===== config.mk =====
export PLATFORM = sky130hd
export DESIGN_NAME = cpu_addr_window_dec
export DESIGN_NICKNAME = d
export VERILOG_FILES = /design/src/rtl/cpu_addr_window_dec.sv
export SDC_FILE = /design/constraint.sdc
export NUM_CORES = 2
export LEC_CHECK = 0
export CAP_MARGIN = 20
export CORE_MARGIN = 1
export CORE_UTILIZATION = 50
export DETAILED_ROUTE_END_ITERATION = 12
export GPL_TIMING_DRIVEN = 0
export PLACE_DENSITY_LB_ADDON = 0.2
export REMOVE_ABC_BUFFERS = 1
export SYNTH_ARGS = -nofsm -noshare
export SYNTH_HDL_FRONTEND = slang
export SYNTH_SLANG_ARGS = --single-unit

===== constraint.sdc =====
create_clock -name clk -period 8.85 [get_ports clk]
set_input_delay 1.77 -clock clk [delete_from_list [all_inputs] [get_ports clk]]
set_output_delay 1.77 -clock clk [all_outputs]
set_load 0.05 [all_outputs]

===== src/rtl/cpu_addr_window_dec.sv =====
module cpu_addr_window_dec #(
  parameter int NUM_WIN       = 20,
  parameter int NEAR_WIN      = 8,
  parameter int FAR_REMAP_WIN = 13,
  parameter int AW            = 36
) (
  input  logic          clk,
  input  logic          rst_n,
  input  logic          reg_wr,
  input  logic [5:0]    reg_word,
  input  logic [31:0]   reg_wdata,
  output logic [31:0]   reg_rdata,
  input  logic [AW-1:0] lookup_addr,
  output logic          hit,
  output logic          miss,
  output logic [3:0]    tgt_id,
  output logic [7:0]    attr,
  output logic [AW-1:0] xlat_addr,
  output logic          barrier_pulse,
  output logic [15:0]   barrier_mask
);
  localparam int HW = AW - 32;
  localparam int WW = $clog2(NUM_WIN);
  localparam logic [7:0] NEAR_END    = 8'(NEAR_WIN * 16);
  localparam logic [7:0] BARRIER_OFF = 8'h84;
  localparam logic [7:0] FAR_BASE    = 8'h90;
  localparam logic [7:0] FAR_END     = 8'(144 + (NUM_WIN - NEAR_WIN) * 8);
  localparam logic [7:0] XRMP_LO     = 8'hF0;
  localparam logic [7:0] XRMP_HI     = 8'hF4;

  function automatic logic can_remap(input logic [WW-1:0] w);
    return (int'(w) < NEAR_WIN) || (int'(w) == FAR_REMAP_WIN);
  endfunction

  logic [31:0]   ctrl_q [NUM_WIN];
  logic [15:0]   blo_q  [NUM_WIN];
  logic [HW-1:0] bhi_q  [NUM_WIN];
  logic [15:0]   rlo_q  [NUM_WIN];
  logic [HW-1:0] rhi_q  [NUM_WIN];

  logic [7:0]    wa, far_rel;
  logic          dec_ok, dec_bar;
  logic [WW-1:0] dec_win;
  logic [1:0]    dec_kind;

  assign wa      = {reg_word, 2'b00};
  assign far_rel = wa - FAR_BASE;

  always_comb begin
    dec_ok   = 1'b0;
    dec_bar  = 1'b0;
    dec_win  = '0;
    dec_kind = 2'd0;
    if (wa < NEAR_END) begin
      dec_ok   = 1'b1;
      dec_win  = WW'(wa >> 4);
      dec_kind = wa[3:2];
    end else if (wa == BARRIER_OFF) begin
      dec_bar = 1'b1;
    end else if (wa >= FAR_BASE && wa < FAR_END) begin
      dec_ok   = 1'b1;
      dec_win  = WW'(NEAR_WIN) + WW'(far_rel >> 3);
      dec_kind = {1'b0, wa[2]};
    end else if (wa == XRMP_LO || wa == XRMP_HI) begin
      dec_ok   = 1'b1;
      dec_win  = WW'(FAR_REMAP_WIN);
      dec_kind = {1'b1, wa[2]};
    end
  end

  always_ff @(posedge clk) begin
    if (!rst_n) begin
      for (int i = 0; i < NUM_WIN; i++) begin
        ctrl_q[i] <= '0;
        blo_q[i]  <= '0;
        bhi_q[i]  <= '0;
        rlo_q[i]  <= '0;
        rhi_q[i]  <= '0;
      end
    end else if (reg_wr && dec_ok) begin
      case (dec_kind)
        2'd0: ctrl_q[dec_win] <= reg_wdata;
        2'd1: begin
          blo_q[dec_win] <= reg_wdata[31:16];
          bhi_q[dec_win] <= reg_wdata[HW-1:0];
        end
        2'd2: if (can_remap(dec_win)) rlo_q[dec_win] <= reg_wdata[31:16];
        default: if (can_remap(dec_win)) rhi_q[dec_win] <= reg_wdata[HW-1:0];
      endcase
    end
  end

  always_comb begin
    reg_rdata = '0;
    if (dec_ok) begin
      case (dec_kind)
        2'd0: reg_rdata = ctrl_q[dec_win];
        2'd1: reg_rdata = {blo_q[dec_win], 12'b0, bhi_q[dec_win]};
        2'd2: if (can_remap(dec_win)) reg_rdata = {rlo_q[dec_win], 16'b0};
        default: if (can_remap(dec_win)) reg_rdata = {28'b0, rhi_q[dec_win]};
      endcase
    end
  end

  logic [NUM_WIN-1:0] win_hit;
  logic [AW-1:0]      win_xlat [NUM_WIN];

  for (genvar g = 0; g < NUM_WIN; g++) begin : g_win
    logic [15:0] msk;
    assign msk = ctrl_q[g][31:16];
    assign win_hit[g] = ctrl_q[g][0] && (lookup_addr[AW-1:32] == bhi_q[g]) &&
                        (((lookup_addr[31:16] ^ blo_q[g]) & ~msk) == 16'h0);
    if (g < NEAR_WIN || g == FAR_REMAP_WIN) begin : g_rmp
      assign win_xlat[g] = {rhi_q[g], (rlo_q[g] & ~msk) | (lookup_addr[31:16] & msk),
                            lookup_addr[15:0]};
    end else begin : g_pass
      assign win_xlat[g] = lookup_addr;
    end
  end

  logic          found;
  logic [WW-1:0] sel;

  always_comb begin
    found = 1'b0;
    sel   = '0;
    for (int w = NUM_WIN - 1; w >= 0; w--) begin
      if (win_hit[w]) begin
        found = 1'b1;
        sel   = WW'(w);
      end
    end
  end

  always_ff @(posedge clk) begin
    if (!rst_n) begin
      hit           <= 1'b0;
      miss          <= 1'b1;
      tgt_id        <= '0;
      attr          <= '0;
      xlat_addr     <= '0;
      barrier_pulse <= 1'b0;
      barrier_mask  <= '0;
    end else begin
      hit           <= found;
      miss          <= !found;
      tgt_id        <= found ? ctrl_q[sel][7:4]  : 4'h0;
      attr          <= found ? ctrl_q[sel][15:8] : 8'h0;
      xlat_addr     <= found ? win_xlat[sel]     : '0;
      barrier_pulse <= reg_wr && dec_bar;
      barrier_mask  <= (reg_wr && dec_bar) ? reg_wdata[15:0] : 16'h0;
    end
  end
endmodule


Yosys cells after proc, flatten, opt, wreduce, memory -nomap -nowiden
Memory sizes are Yosys's and may differ from the RTL's. A register that Yosys moved wholly into a read port is not among the register bits.
Cells that the tools add are included.
{ "totals": {"n_memories": 5, "ramBits": 1440, "register_bits": 55, "input_bits": 77, "wordCells": 301, "out_inout_bits": 99} }
{ "mem_list": {"columns": ["name", "depth", "width", "read_ports", "rd_ports_with_merged_regs", "wr", "line_no", "rtl"], "rows": [
  ["ctrl_q", 20, 32, 22, 1, 20, "35", "logic [31:0] ctrl_q [NUM_WIN];"],
  ["blo_q", 20, 16, 21, 0, 20, "36", "logic [15:0] blo_q [NUM_WIN];"],
  ["rlo_q", 20, 16, 10, 0, 20, "38", "logic [15:0] rlo_q [NUM_WIN];"],
  ["bhi_q", 20, 4, 21, 0, 20, "37", "logic [HW-1:0] bhi_q [NUM_WIN];"],
  ["rhi_q", 20, 4, 10, 0, 20, "39", "logic [HW-1:0] rhi_q [NUM_WIN];"]
]} }
{ "op_classes": {"mux": 94, "eq_ne": 26, "bitwise_logic": 88, "n_reduce_logical": 76, "order_cmp": 5, "addsub": 2} }
{ "ops": {"columns": ["operator", "n"], "rows": [
  ["16-bit AND", 38],
  ["16-bit logical NOT", 20],
  ["16-bit inverter", 20],
  ["16-bit XOR", 20],
  ["36-bit binary-select mux with 5-bit select", 1],
  ["16-bit OR", 9],
  ["5-bit 2-to-1 mux", 28],
  ["32-bit 2-to-1 mux", 3],
  ["32-bit one-hot mux with 3 select lines", 1],
  ["4-bit == test", 20],
  ["36-bit 2-to-1 mux", 2],
  ["1-bit 2-to-1 mux", 49],
  ["1-bit logical AND", 43],
  ["16-bit 2-to-1 mux", 2],
  ["16-bit OR reduction", 2],
  ["32-bit OR reduction", 1],
  ["6-bit == test (second input constant)", 3],
  ["8-bit less-than comparator (second input constant)", 2],
  ["4-bit 2-to-1 mux", 4],
  ["8-bit greater-or-equal comparator (second input constant)", 1],
  ["2-bit 2-to-1 mux", 4],
  ["4-bit OR reduction", 2],
  ["8-bit subtractor (second input constant)", 1],
  ["6-bit greater-or-equal comparator (second input constant)", 1],
  ["11 further kinds", 14]
]} }

Depth between registers and ports, before layout
An unclocked memory read counts as a cell.
{ "depth": {"word_depth": 29, "ltp_mapped": 19} }

Worst setup path after synthesis
Ideal clock, no wire load.
{ "synth_path": {"path_type": "input -> output", "start": "in reg_word[2]", "end": "out reg_rdata[4]", "path_buffers": 4, "t_arrival_ns": 5.800, "slack_ns": 1.280, "path_stages": 14, "required_time_ns": 7.080, "cell_sequence": "inv_1 -> ha_1 -> nand2b_1 -> o21a_1 -> and2_1 -> a31oi_1 -> clkbuf_1 -> clkbuf_1 -> buf_1 -> buf_1 -> nand2_1 -> nand3_1 -> a311oi_1 -> nor4_1"} }
{ "synth_via": {"elab_chain_cells": 9, "word_cells_on_any_way": 28} }
{ "synth_rtl": {"columns": ["item", "line_no", "rtl"], "rows": [
  ["start, declared", "10", "input logic [5:0] reg_word,"],
  ["branches (longest 8 deep; another with memory read 20 x 32 bit)", null, null],
  ["32-bit 2-to-1 mux *", "95", "if (dec_ok) begin"],
  ["end, declared", "12", "output logic [31:0] reg_rdata,"]
]} }
Every way passes the cells marked *.

Worst setup path in the final report
{ "layout_path": {"start": "in reg_word[3]", "end": "out reg_rdata[27]"} }
{ "layout_via": {"elab_chain_cells": 11, "word_cells_on_any_way": 34} }
{ "layout_rtl": {"columns": ["item", "line_no"], "rows": [
  ["branches (longest 10 deep; another with memory read 20 x 16 bit)", null],
  ["32-bit 2-to-1 mux *", "95"]
]} }
Marks and branches as above.

==> reports/qor.txt <==
Post-DRT Antenna Nets -> 0
crit end category -> primary output
r2r endpoint -> xlat_addr[24]
hold wc startpoint -> ctrl_q[1][14]
crit share post-route -> 102.0%
switching share of power -> 28.83%
DRT Pass-1 Iters -> 8
PortBufs -> 175
Fin Setup TNS -> -1.301 ns
Synth Area in Compound Gates -> 6.995%
area grow syn2layout -> 18.82%
DR top layer -> met5
Met3 Wirelength -> 60,920 um
final global-route overflow total -> 0
routed len/inst -> 34.14 um
Flop pwr share -> 45.9%
Die Y -> 457.8 um
DP HPWL -> 307,500 um
final hold violations -> 0
slew margin rel. -> 7.524%
Final #Nets -> 10,200
share of the synthesized area in the top cell type -> 58.63%
max-slew violation count -> 0
Hold Crit Endpoint -> attr[6]
CTS tree -> yes
Top Ports -> 176
worst-margin pin slew -> 1.378 ns
htree depth -> 4
post-synthesis adder-cell area fraction -> 0.04818%
critical path's top delay family -> simple AND/OR/NAND/NOR gates
CP max stage delay -> 0.82 ns
Crit Path Class -> input port to primary output
warnings from Yosys -> 0
setup violators final -> 14
Worst Reg-to-Reg Cells -> 12
reported net switching power -> 7.348 mW
cell mode on critical path -> buf_16
combinational share of power -> 15.7%
Clock Skews -> 0.05495 ns
outcome -> complete, but fails checks
area leader, netlist -> edfxtp_1
Fill cells -> 16,601
Crit-path slowest cell -> nor4_1
mean post-synth cell area -> 10.64 sq um
crit start category -> input port
Crit path arrival time -> 7.26 ns
cell internal pwr -> 18.14 mW
# rows -> 166
Reg2Reg Setup Slack -> 1.83 ns
initial antenna violation count -> 44
library cells used by synthesis -> 85
Die Area -> 209,600 sq um
Post-synth top flop -> edfxtp_1
register area share after synthesis -> 59.92%
Max Fanout on Critical Path -> 52
Final min period -> 9.029 ns
worst skew pair latency -> 0.93 ns
first-pass GRT wire length -> 606,800 um
hold-critical path depth -> 4
clock power share -> 38.4%
largest net degree at the start of global routing -> 74
Core ar. -> 205,600 sq um
largest family of logic cells by synthesized area -> simple AND/OR/NAND/NOR gates
critical path cell sequence -> clkdlybuf4s50_1 -> inv_1 -> ha_1 -> nor4bb_1 -> nand2_1 -> a21o_1 -> and2_2 -> a22o_4 -> buf_16 -> nand2_4 -> buf_16 -> a21oi_1 -> nor4_1 -> o311ai_0 -> a31oi_1 -> buf_2
via count -> 84,634
Initial Util -> 50.52%
Final WS setup -> -0.1795 ns
vias per cell -> 6.501
DRT met1 WL -> 157,100 um
failing checks -> setup timing
CTS buffer count -> 222
fraction of layout cells with a size suffix above 1 -> 10.42%
top cells by area, synth -> edfxtp_1 (59%), nand2_1 (7.6%), and2_1 (7.6%), nand3_1 (4.3%), xnor2_1 (3.3%)
met2 wire len -> 186,900 um
mux cell area share after synthesis -> 2.242%
RSZ-0062 raised after global routing -> false
clock sink count -> 2,095
worst min-delay path class -> register to register
MaxCap Viol Count -> 0
synthesized area -> 103,900 sq um
WP buf/inv -> 5
P_leak -> 44.39 nW
required time of the critical path -> 7.08 ns
Async SR Flop Fraction -> 0%
Worst IR Drop VDD -> 0.2475 mV
all-layer global routing usage -> 41.60%
Post-Synth XOR/XNOR Area -> 3.397%
clk root buf -> clkbuf_16
clk buf depth -> 3
Power Total -> 25.48 mW
Die Span X -> 457.8 um
post-synthesis cell count -> 9,759
P per Cell Area -> 206.5 nW/um^2
Fmax -> 110.7 MHz
Iter 0 DRT Violations -> 14,542
RePlAce Congestion -> 1.020
DRC Markers -> 0
Seq cells post-synth -> 2,095
Post-Synth Simple-Gate Area -> 23.92%
number of global-route vias before repair -> 78,283
worst reg2reg path startpoint -> blo_q[15][8]
Reg clk slew, reported paths -> 0.06 ns
final wirelength -> 444,400 um
Post-synth EDFFs -> 2,028
-- metrics by stage --
step	hold slack [ns]	instances	setup WS, ns	util, %	area [sq um]
4_1_cts	0.7557	12986	0.0004583	59.84	123100
3_3_place_gp	0.7499	12201	-84.00	52.03	107000
3_5_place_dp	0.7425	12547	-2.115	55.78	114700
2_1_floorplan	0.5496	9338	-32.31	-	101900
6_report	0.7462	13018	-0.1795	60.02	123400
5_1_grt	0.8085	13002	0.001904	60.00	123400
-- per-layer routing --
layer | vias to the layer above | track usage, %
met5 | - | 0
met2 | 6575 | 60.00
met1 | 41481 | 53.62
met3 | 1420 | 11.70
met4 | 26 | 30.30
li1 | 35132 | -
-- timing repair --
action,in CTS,in global routing
hold buffers,0,0
setup buffers,16,1
endpoints found under the setup margin,32,17
pin swaps,18,12
gates cloned,6,1
endpoints found under the hold margin,0,0
gates resized for setup,197,43
-- Yosys cell counts (39+ instances only) --
cell	number
a21oi_1	181
mux2i_1	164
and2_1	1260
o211ai_1	47
buf_1	112
nor3_1	83
nand2_1	2107
a311oi_1	236
clkbuf_1	601
nand3_1	898
mux2_2	39
inv_1	39
and3_1	150
edfxtp_1	2028
xnor2_1	396
o21ai_0	156
dfxtp_1	67
o22ai_1	203
nor2_1	352
a31oi_1	94
nor4_1	140
-- worst max path at each step --
stage	slack, ns	cells after the start	endpoint	start
final	-0.18	16	reg_rdata[27]	reg_word[3]
after global routing	0.002	17	reg_rdata[17]	reg_word[3]
after CTS	0.0005	22	reg_rdata[19]	reg_word[3]
after detailed placement	-2.11	20	reg_rdata[16]	reg_word[2]
after global placement	-84.00	12	reg_rdata[24]	reg_word[2]
after floorplan	-32.31	7	rlo_q[3][0]	reg_word[2]
-- registers in the layout, summed over array words and instances, names as in the netlist --
name and count:
blo_q 512, ctrl_q 1024, bhi_q 128, attr 8
barrier_pulse 1, rhi_q 80, barrier_mask 16, miss 1
rlo_q 284, tgt_id 4, hit 1, xlat_addr 36
-- power by group through the flow --
stage	clock network, mW	registers, mW	logic, mW
final	9.78	11.7	4.00
after global routing	10.1	11.7	4.06
after CTS	9.79	11.7	3.81
after detailed placement	0	11.9	3.70
after global placement	0	11.9	5.73
after floorplan	0	11.8	2.98
-- worst reg2reg max path, delay by kind of cell (launching register included) --
kind | cells | cell delay (ns)
compound gates | 7 | 3.53
simple gates | 4 | 2.56
flops | 1 | 0.42
xor+xnor | 1 | 0.33
-- logic make-up after synthesis --
group | Yosys count
mux | 215
other cells | 1
simple gates | 5127
flops | 2095
fa+ha+maj | 4
buf+inv | 851
xor+xnor | 402
compound gates | 1064
-- cell type report --
class / instances / area, sq um / share of cell area (%)
clock inverter: 137 / 1521 / 1.233
antenna: 18 / 45.04 / 0.03650
timing repair buffer: 552 / 8927 / 7.233
inverter: 39 / 150.1 / 0.1217
sequential: 2095 / 62240 / 50.43
multi-input combinational: 7209 / 41140 / 33.34
tap: 2688 / 3363 / 2.725
clock buffer: 280 / 6031 / 4.886
-- cells in the final DEF, fill, tap and decap left out, types with 43 or more instances in the layout --
master           instances
a21oi_1                179
and3_1                 146
a311oi_1               195
o21ai_0                 86
dfxtp_1                 67
and2_1                1258
edfxtp_1              2028
conb_1                 392
nor4_1                 124
o22ai_1                201
o211ai_1                47
buf_16                 109
mux2i_1                164
nor2_1                 304
buf_4                   64
clkbuf_16              232
clkinv_1                43
nor3_1                  77
buf_8                   44
a31oi_1                 76
nand3_1                894
clkdlybuf4s50_1        109
xnor2_1                396
buf_12                 150
nand2_1               2097
Power figures use the tool's default switching activity.
